<file path="config.mk">
export PLATFORM = sky130hd
export DESIGN_NAME = spi_router_top
export DESIGN_NICKNAME = d
export VERILOG_FILES = /design/src/rtl/spi_router_pkg.sv /design/src/rtl/spi_in_sync.sv /design/src/rtl/spi_reg_engine.sv /design/src/rtl/spi_route.sv /design/src/rtl/spi_router_top.sv
export SDC_FILE = /design/constraint.sdc
export NUM_CORES = 1
export LEC_CHECK = 0
export ABC_CLOCK_PERIOD_IN_PS = 2300
export CAP_MARGIN = 40
export CORE_MARGIN = 1.5
export CORE_UTILIZATION = 50
export DETAILED_ROUTE_END_ITERATION = 7
export PLACE_DENSITY = 0.82
export SLEW_MARGIN = 15
export SYNTH_ARGS = -nofsm -noshare
export SYNTH_HDL_FRONTEND = slang
export SYNTH_SLANG_ARGS = --single-unit
</file>
<file path="constraint.sdc">
create_clock -name clk -period 2.3 [get_ports clk]
set_input_delay 0.46 -clock clk [delete_from_list [all_inputs] [get_ports clk]]
set_output_delay 0.46 -clock clk [all_outputs]
set_load 0.01 [all_outputs]
</file>
<file path="src/rtl/spi_router_pkg.sv">
package spi_router_pkg;

    localparam int FRAME_BITS = 24;
    localparam int CODE_W     = 3;
    localparam int N_CH       = 4;
    localparam int CNT_W      = $clog2(FRAME_BITS + 2);

    typedef enum logic [CODE_W-1:0] {
        SEL_IDLE = 3'd0,
        SEL_REG  = 3'd1,
        SEL_ATTN = 3'd2,
        SEL_ALL  = 3'd3,
        SEL_CH0  = 3'd4,
        SEL_CH1  = 3'd5,
        SEL_CH2  = 3'd6,
        SEL_CH3  = 3'd7
    } sel_code_e;

    // control word, LSB field last
    typedef struct packed {
        logic [2:0]      spare_hi;
        logic            io_rst;
        logic            dds_rst;
        logic            sync_sel;
        logic            clk_sel;
        logic [3:0]      mask;
        logic            io_update;
        logic            spare_11;
        logic [2:0]      profile;
        logic [3:0]      led;
        logic [N_CH-1:0] rf_sw;
    } ctrl_t;

    typedef struct packed {
        logic            zero;
        logic [6:0]      rev;
        logic [3:0]      ifc_mode;
        logic [3:0]      pll_lock;
        logic [3:0]      smp_err;
        logic [N_CH-1:0] rf_state;
    } stat_t;

    typedef struct packed {
        logic            own;
        logic            att;
        logic [N_CH-1:0] ch;
    } route_t;

    function automatic route_t decode_sel(logic [CODE_W-1:0] code);
        route_t r;
        r = '0;
        case (code)
            SEL_REG:  r.own = 1'b1;
            SEL_ATTN: r.att = 1'b1;
            SEL_ALL:  r.ch  = '1;
            SEL_CH0, SEL_CH1, SEL_CH2, SEL_CH3: r.ch[code[1:0]] = 1'b1;
            default:  r = '0;
        endcase
        return r;
    endfunction

    function automatic stat_t build_stat(logic [6:0] rev, logic [N_CH-1:0] rf,
                                         logic [3:0] smp, logic [3:0] lock,
                                         logic [3:0] ifc);
        stat_t s;
        s.zero     = 1'b0;
        s.rev      = rev;
        s.ifc_mode = ifc;
        s.pll_lock = lock;
        s.smp_err  = smp;
        s.rf_state = rf;
        return s;
    endfunction

endpackage

</file>
<file path="src/rtl/spi_in_sync.sv">
module spi_in_sync #(
    parameter int W      = 1,
    parameter int STAGES = 2
) (
    input  logic         clk,
    input  logic         rst,
    input  logic [W-1:0] d,
    output logic [W-1:0] q
);
    logic [W-1:0] stg [STAGES];

    always_ff @(posedge clk) begin
        if (rst) begin
            for (int i = 0; i < STAGES; i++) stg[i] <= '0;
        end else begin
            stg[0] <= d;
            for (int i = 1; i < STAGES; i++) stg[i] <= stg[i-1];
        end
    end

    assign q = stg[STAGES-1];
endmodule

</file>
<file path="src/rtl/spi_reg_engine.sv">
module spi_reg_engine
    import spi_router_pkg::*;
(
    input  logic                  clk,
    input  logic                  rst,
    input  logic                  sclk_s,
    input  logic                  mosi_s,
    input  logic                  sel_s,
    input  stat_t                 stat_in,
    output logic                  tx_bit,
    output logic                  commit,
    output logic [FRAME_BITS-1:0] word
);
    localparam logic [CNT_W-1:0] CNT_MAX  = '1;
    localparam logic [CNT_W-1:0] CNT_FULL = CNT_W'(FRAME_BITS);

    logic                  sclk_q, sel_q;
    logic [FRAME_BITS-1:0] rx_sr, tx_sr;
    logic [CNT_W-1:0]      bit_cnt;
    logic                  rise, fall, open_f, close_f;

    assign rise    = sclk_s & ~sclk_q;
    assign fall    = ~sclk_s & sclk_q;
    assign open_f  = sel_s & ~sel_q;
    assign close_f = ~sel_s & sel_q;

    always_ff @(posedge clk) begin
        if (rst) begin
            sclk_q  <= 1'b0;
            sel_q   <= 1'b0;
            rx_sr   <= '0;
            tx_sr   <= '0;
            bit_cnt <= '0;
            commit  <= 1'b0;
        end else begin
            sclk_q <= sclk_s;
            sel_q  <= sel_s;
            commit <= close_f && (bit_cnt == CNT_FULL);
            if (open_f) begin
                tx_sr   <= stat_in;
                bit_cnt <= '0;
            end else if (sel_s) begin
                if (rise) begin
                    rx_sr <= {rx_sr[FRAME_BITS-2:0], mosi_s};
                    if (bit_cnt != CNT_MAX) bit_cnt <= bit_cnt + 1'b1;
                end
                if (fall) tx_sr <= {tx_sr[FRAME_BITS-2:0], 1'b0};
            end
        end
    end

    assign tx_bit = tx_sr[FRAME_BITS-1];
    assign word   = rx_sr;
endmodule

</file>
<file path="src/rtl/spi_route.sv">
module spi_route
    import spi_router_pkg::*;
(
    input  logic [CODE_W-1:0] code,
    input  logic              host_sclk,
    input  logic              host_mosi,
    input  logic              own_bit,
    input  logic              att_miso,
    input  logic [N_CH-1:0]   ch_miso,
    output logic              att_sel,
    output logic [N_CH-1:0]   ch_sel,
    output logic              dn_sclk,
    output logic              dn_mosi,
    output logic              host_miso
);
    route_t rt;
    logic   dn_any;

    assign rt      = decode_sel(code);
    assign att_sel = rt.att;
    assign dn_any  = rt.att | (|rt.ch);

    for (genvar g = 0; g < N_CH; g++) begin : g_ch
        assign ch_sel[g] = rt.ch[g];
    end

    assign dn_sclk = host_sclk & dn_any;
    assign dn_mosi = host_mosi & dn_any;

    always_comb begin
        case (code)
            SEL_REG:  host_miso = own_bit;
            SEL_ATTN: host_miso = att_miso;
            SEL_ALL:  host_miso = ch_miso[0];
            SEL_CH0, SEL_CH1, SEL_CH2, SEL_CH3: host_miso = ch_miso[code[1:0]];
            default:  host_miso = 1'b0;
        endcase
    end
endmodule

</file>
<file path="src/rtl/spi_router_top.sv">
module spi_router_top
    import spi_router_pkg::*;
#(
    parameter logic [6:0] PROTO_REV   = 7'h08,
    parameter int         SYNC_STAGES = 2
) (
    input  logic              clk,
    input  logic              rst,
    input  logic              host_sclk,
    input  logic              host_mosi,
    input  logic [CODE_W-1:0] host_cs,
    output logic              host_miso,
    output logic              dn_sclk,
    output logic              dn_mosi,
    output logic              att_sel,
    input  logic              att_miso,
    output logic [N_CH-1:0]   ch_sel,
    input  logic [N_CH-1:0]   ch_miso,
    input  logic [N_CH-1:0]   sw_ext,
    input  logic [3:0]        smp_err,
    input  logic [3:0]        pll_lock,
    input  logic [3:0]        ifc_mode,
    output logic [N_CH-1:0]   rf_sw,
    output logic [3:0]        led,
    output logic [2:0]        profile,
    output logic              io_update,
    output logic [3:0]        mask,
    output logic              clk_sel,
    output logic              sync_sel,
    output logic              dds_rst,
    output logic              io_rst
);
    logic [2:0]            raw_in, syn_in;
    logic                  own_sel;
    logic                  own_bit;
    logic                  cfg_commit;
    logic [FRAME_BITS-1:0] rx_word;
    ctrl_t                 cfg_q;
    stat_t                 stat_now;

    assign own_sel = (host_cs == SEL_REG);
    assign raw_in  = {own_sel, host_sclk, host_mosi};

    spi_in_sync #(.W(3), .STAGES(SYNC_STAGES)) u_sync (
        .clk (clk),
        .rst (rst),
        .d   (raw_in),
        .q   (syn_in)
    );

    assign stat_now = build_stat(PROTO_REV, cfg_q.rf_sw | sw_ext,
                                 smp_err, pll_lock, ifc_mode);

    spi_reg_engine u_eng (
        .clk     (clk),
        .rst     (rst),
        .sclk_s  (syn_in[1]),
        .mosi_s  (syn_in[0]),
        .sel_s   (syn_in[2]),
        .stat_in (stat_now),
        .tx_bit  (own_bit),
        .commit  (cfg_commit),
        .word    (rx_word)
    );

    always_ff @(posedge clk) begin
        if (rst)             cfg_q <= '0;
        else if (cfg_commit) cfg_q <= ctrl_t'(rx_word);
    end

    spi_route u_route (
        .code      (host_cs),
        .host_sclk (host_sclk),
        .host_mosi (host_mosi),
        .own_bit   (own_bit),
        .att_miso  (att_miso),
        .ch_miso   (ch_miso),
        .att_sel   (att_sel),
        .ch_sel    (ch_sel),
        .dn_sclk   (dn_sclk),
        .dn_mosi   (dn_mosi),
        .host_miso (host_miso)
    );

    assign rf_sw     = cfg_q.rf_sw | sw_ext;
    assign led       = cfg_q.led;
    assign profile   = cfg_q.profile;
    assign io_update = cfg_q.io_update;
    assign mask      = cfg_q.mask;
    assign clk_sel   = cfg_q.clk_sel;
    assign sync_sel  = cfg_q.sync_sel;
    assign dds_rst   = cfg_q.dds_rst;
    assign io_rst    = cfg_q.io_rst;
endmodule

</file>
# ---- Yosys cells after proc, flatten, opt, wreduce, memory -nomap -nowiden
# Memories as Yosys holds them, arrays and structs flattened.
# Index checks and enable logic that the tools add are counted.
dict set report totals {
  register_bits 73
  mem_bits_rw 6
  out_inout_bits 28
  latch_bits 0
  romBits 0
  mem_count 1
}
dict set report classes {
  n_bitwise 15
  div_mod_pow 0
  n_lt_le_gt_ge 2
  reduce_logical 11
  add_sub_neg 1
  mux 15
  n_eq_ne 9
  shift 0
  n_mul 0
}
# memory words width read_ports rd_clocked_by_memory_dff write_ports line_no
set memory_table {}
lappend memory_table {u_sync.stg 2 3 2 0 2 spi_in_sync.sv:10} ;# logic [W-1:0] stg [STAGES];
# operator count
set op_table {}
lappend op_table {{$mux 20} 3}
lappend op_table {{$eq 3x3->1 const B} 4}
lappend op_table {{$pmux 4 s2} 1}
lappend op_table {{$reduce_or 4->1} 2}
lappend op_table {{$and 1x1->1} 6}
lappend op_table {{$eq 3x2->1 const B} 2}
lappend op_table {{$mux 1} 6}
lappend op_table {{$mux 3} 2}
lappend op_table {{$reduce_and 3->1} 2}
lappend op_table {{$add 5x1->5 const B} 1}
lappend op_table {{$eq 5x5->1 const B} 1}
lappend op_table {{$ne 5x5->1 const B} 1}
lappend op_table {{$not 1->1} 5}
lappend op_table {{$or 4x4->4} 1}
lappend op_table {{$pmux 1 s4} 1}
lappend op_table {{$reduce_and 2->1} 2}
lappend op_table {{$reduce_bool 2->1} 2}
lappend op_table {{$eq 3x1->1 const B} 1}
lappend op_table {{$lt 2x3->1 const B} 1}
lappend op_table {{$or 1x1->1} 3}
lappend op_table {{$bmux 1 s2} 1}
lappend op_table {{$demux 1 s2} 1}
lappend op_table {{$ge 2x1->1 const B} 1}
lappend op_table {{$logic_and 1x1->1} 2}
lappend op_table {{$reduce_or 2->1} 1}

# ---- Depth between registers and ports, before layout
dict set report logic_depth {
  ltp_word 8
  mapped_depth 7
  depth_no_buf 6
}

# ---- Modules after synthesis
# From an unflattened synthesis, not the netlist that was laid out.
dict set report unflattened {
  cells_unflattened 373
  hier_area_um2 3494.6
}
# mod n_inst area_each_um2 seq_area_each_um2 cells_per_inst
set by_module_without_submodules {}
lappend by_module_without_submodules {spi_reg_engine 1 2341.0 1121.1 255}
lappend by_module_without_submodules {spi_router_top 1 828.3 400.4 82}
lappend by_module_without_submodules {spi_in_sync 1 180.2 120.1 15}
lappend by_module_without_submodules {spi_route 1 145.1 0.0 21}

# ---- Least setup slack after synthesis
# Ideal clock, no wire load.
dict set report synth_path {
  kind {input to output}
  startpoint {input port host_cs[0]}
  endpoint {output port host_miso}
  n_path_buf 1
  path_slack_ps 641
  t_arrival_ps 1199
  path_stages 4
  required_time_ps 1840
  path_cell_list {buf_2 > mux2i_1 > o21ai_0 > a211o_1}
}
dict set report synth_between {
  elab_chain_cells 3
  elab_cells_between_ends 11
  cone_classes {7 x eq/ne; 3 x mux; 1 x reduce/logical}
}
# item line_no
set synth_lines {}
lappend synth_lines {{start, declared} spi_router_top.sv:11} ;# input logic [CODE_W-1:0] host_cs,
lappend synth_lines {{$eq 3x3->1 / $bmux 1 s2 (equally long branches)} {spi_route.sv:31, spi_route.sv:35}}
lappend synth_lines {{$reduce_or 4->1 / $mux 1 (equally long branches)} {spi_route.sv:31, spi_route.sv:35}}
lappend synth_lines {{$pmux 1 s4 (*)} spi_route.sv:31} ;# case (code)
lappend synth_lines {{end, declared} spi_router_top.sv:12} ;# output logic host_miso,
# Every way passes the cells marked *; elsewhere a longest branch is shown, timed or not. The select of a mux whose other input is x is not followed.

# ---- Worst setup path in the final report
dict set report layout_path {
  startpoint {input port host_cs[0]}
  endpoint {output port ch_sel[0]}
}
dict set report layout_between {
  elab_chain_cells 5
  elab_cells_between_ends 12
  cone_classes {2 x order compare; 5 x eq/ne; 3 x mux; 2 x reduce/logical}
}
# item line_no
set layout_lines {}
lappend layout_lines {{$lt 2x3->1 (not written as such) / $ge 2x1->1 (equally long branches)} spi_router_pkg.sv:56} ;# SEL_CH0, SEL_CH1, SEL_CH2, SEL_CH3: r.ch[code[1:0]] = 1'b1;
lappend layout_lines {{$logic_and 1x1->1 (not written as such)} spi_router_pkg.sv:56}
lappend layout_lines {{$mux 1 (not written as such)} spi_router_pkg.sv:56}
lappend layout_lines {{$demux 1 s2} -}
lappend layout_lines {{$pmux 4 s2 (*)} spi_router_pkg.sv:52} ;# case (code)
lappend layout_lines {{end, declared} spi_router_top.sv:17} ;# output logic [N_CH-1:0] ch_sel,
# Every way passes the cells marked *; elsewhere a longest branch is shown, timed or not.

==> flow_metrics.tcl <==
set metrics [dict create \
    wl_per_cell_um 13.02 \
    slew_headroom 0.7020 \
    yosysSeqAreaShare 0.4810 \
    dpl.hpwl_um 4314 \
    async_flop_share 0 \
    grt_use_total 0.1944 \
    row_count 29 \
    detail-route-antenna-nets 0 \
    finalPower_mw 2.647 \
    post_cts.repair.setup_buffers 0 \
    die_area_um2 7072 \
    initial_utilization 0.5178 \
    drv_cap 0 \
    n_fill_cell 533 \
    antenna_found_initial 0 \
    period_needed_ps 2209 \
    drcViolationCount 0 \
    cts.sinks 79 \
    min_path_cells 1 \
    reg2reg_to "u_eng.bit_cnt[3]$_SDFFE_PP0P_" \
    dieWidth_um 84.10 \
    grt_first_pass_wirelength_um 11100 \
    cts_buffer_depth 2 \
    syn_area_um2 3288 \
    io-pin-count 56 \
    setup_viol 0 \
    vdd_drop_max_mv 0.5494 \
    design_area_um2 4019 \
    clkLatencyLatePin_ps 350 \
    synth_cell_types 44 \
    tightestPinTransition_ps 446.1 \
    diodes 0 \
    r2r_slack_ps 590 \
    yosysWarnings 0 \
    synth_top_area_frac 0.4810 \
    rsz0062_at_grt "no" \
    clk_pin_slew_worst_paths_ps 70 \
    syn-num-nets 386 \
    finalCritPeriodShare 0.9603 \
    final_max_slew_viol_count 0 \
    numPortBuffers 55 \
    ys_seq_elements 79 \
    finalHoldViolCount 0 \
    drtIter0Drc 143 \
    reg2reg_depth 6 \
    drive_gt1_frac 0.08889 \
    critPathMaxFanout 8 \
    grt_pass1_vias 2525 \
    timing.fmax_mhz 452.8 \
    cts_max_level 3 \
    gp_congestion 0.7748 \
    arrival_ps 1750 \
    clock_skew_ps 10.23 \
    status "completed" \
    syn2layout_area_growth_pct 22.22 \
    hp-start "u_sync.stg[0][2]$_SDFF_PP0_" \
    finalNetCount 431 \
    root_buffer "clkbuf_8" \
    hold_path_class "register to register" \
    vias 2596 \
    power.static_leakage_nw 1.426 \
    drtPass1Iterations 6 \
    wirelength_um 6276 \
    die_y_um 84.10 \
    yosys.area.top_type "dfxtp_1" \
    synth_common_cells "dfxtp_1 (79), nand2_1 (51), a21oi_1 (30)" \
    syn_avg_cell_area_um2 9.262 \
    cellPowerDensity_nw_per_um2 658.6 \
    synthFlopType "dfxtp_1" \
    crit_type "input port to output port" \
    grt_max_degree 41 \
    synth_edf_count 0 \
    synthCells 355 \
    cts_made_buffers 9 \
    crit_path_end_kind "output port" \
    critPathLaunchType "input port" \
    dpl_cell_area_um2 3809 \
    via_per_inst 5.386 \
    regToRegStartpoint "u_eng.bit_cnt[0]$_SDFFE_PP0P_" \
    coreArea_um2 6350 \
    synth.area.top_cells "dfxtp_1 (48%), mux2i_1 (7.9%), nand2_1 (5.8%), a21oi_1 (4.6%), nor2b_1 (3.6%)" \
    overflow 0 \
    synth.most_common_cell "dfxtp_1" \
    worstPathRequired_ps 1840 \
    cts_tree "built" \
    min_to "u_sync.stg[0][5]$_SDFF_PP0_" \
]
[area by class of cell]
cell class                 instances  area [um2]  area share
clock inverter                     5       82.58     0.02055
timing repair buffer              68       639.4      0.1591
multi-input combinational        234        1458      0.3627
inverter                           8       30.03    0.007472
sequential                        79        1582      0.3935
tap                               77       96.34     0.02397
clock buffer                      11       131.4     0.03269
[flip-flops by register name, indices dropped and copies added (netlist names)]
signal / flops
led: 4
clk_sel: 1
io_update: 1
u_eng.sel_q: 1
u_eng.word: 21
u_eng.bit_cnt: 5
io_rst: 1
cfg_q: 4
dds_rst: 1
profile: 3
mask: 4
sync_sel: 1
u_eng.tx_sr: 24
u_sync.stg: 6
u_eng.commit: 1
u_eng.sclk_q: 1
[layout by cell type (no fill, tap or decap), drive strengths merged, types with 4 or more instances in the layout]
master | synthesis | layout
dfxtp | 79 | 79
nand2 | 51 | 51
nand3b | 4 | 4
mux2i | 26 | 26
nor3 | 4 | 4
inv | 8 | 8
nor2b | 19 | 19
buf | 29 | 14
a221o | 9 | 9
a31oi | 6 | 6
clkdlybuf4s50 | 0 | 50
a21oi | 30 | 30
nand3 | 8 | 8
o2bb2ai | 4 | 4
nor2 | 27 | 27
clkbuf | 5 | 11
or2 | 4 | 4
nand2b | 8 | 8
[where the power goes]
part / total [mW] / switching, mW / internal (mW)
clock network: 1.10 / 0.487 / 0.611
logic: 0.168 / 0.0727 / 0.0955
registers: 1.38 / 0.00534 / 1.38
[per-stage QoR]
stage          setup TNS [ps]  utilization  hold slack, ps  setup slack (ps)  cells
6_report                    0       0.6329           441.6             91.40    482
5_1_grt                     0       0.6329           461.5             46.67    482
4_1_cts                     0       0.6329           449.7             88.54    482
3_5_place_dp           -939.3       0.5998           433.0            -321.9    466
3_3_place_gp           -700.1       0.5998           416.4            -284.8    466
2_1_floorplan               0            -           413.8             640.8    355
[worst max path at each step]
stage / start / cells after the start / to / slack (ps)
global route: host_cs[1] / 5 / ch_sel[1] / 50
finish: host_cs[0] / 4 / ch_sel[0] / 90
global placement: host_cs[0] / 5 / host_miso / -280
floorplan: host_cs[0] / 4 / host_miso / 640
detailed placement: host_cs[0] / 5 / host_miso / -320
CTS: host_cs[1] / 5 / ch_sel[1] / 90
[what timing repair did]
action                     in CTS  in global routing
setup endpoints to repair       8                  0
resized for setup               5                  0
hold buffers                    0                  0
[routing by layer]
| metal | vias up | track usage | share of wire |
|---|---|---|---|
| met3 | 7 | 0.07122 | 0.053 |
| met1 | 1228 | 0.2293 | 0.43 |
| met4 | 0 | 0.04918 | 0.012 |
| met5 | - | 0 | 0 |
| met2 | 65 | 0.3338 | 0.50 |
| li1 | 1296 | - | - |
[cell families (layout without fill, tap and decap cells)]
logic type / after synthesis / in the layout / share of synthesized area
and+or+nand+nor: 141 / 141 / 0.2196
DFF: 79 / 79 / 0.4810
AOI/OAI and AO/OA: 62 / 62 / 0.1279
buffers and inverters: 42 / 92 / 0.07572
muxes: 26 / 26 / 0.07915
adders and majority gates: 3 / 3 / 0.01142
xor gates and xnor gates: 2 / 2 / 0.005328
[worst max-delay path, stage by stage]
cell             delay (ps)
clkdlybuf4s15_1         300
nand2b_1                250
o21ai_0                 180
clkdlybuf4s50_1         570
Note: power is estimated with default switching activity, not from simulation.
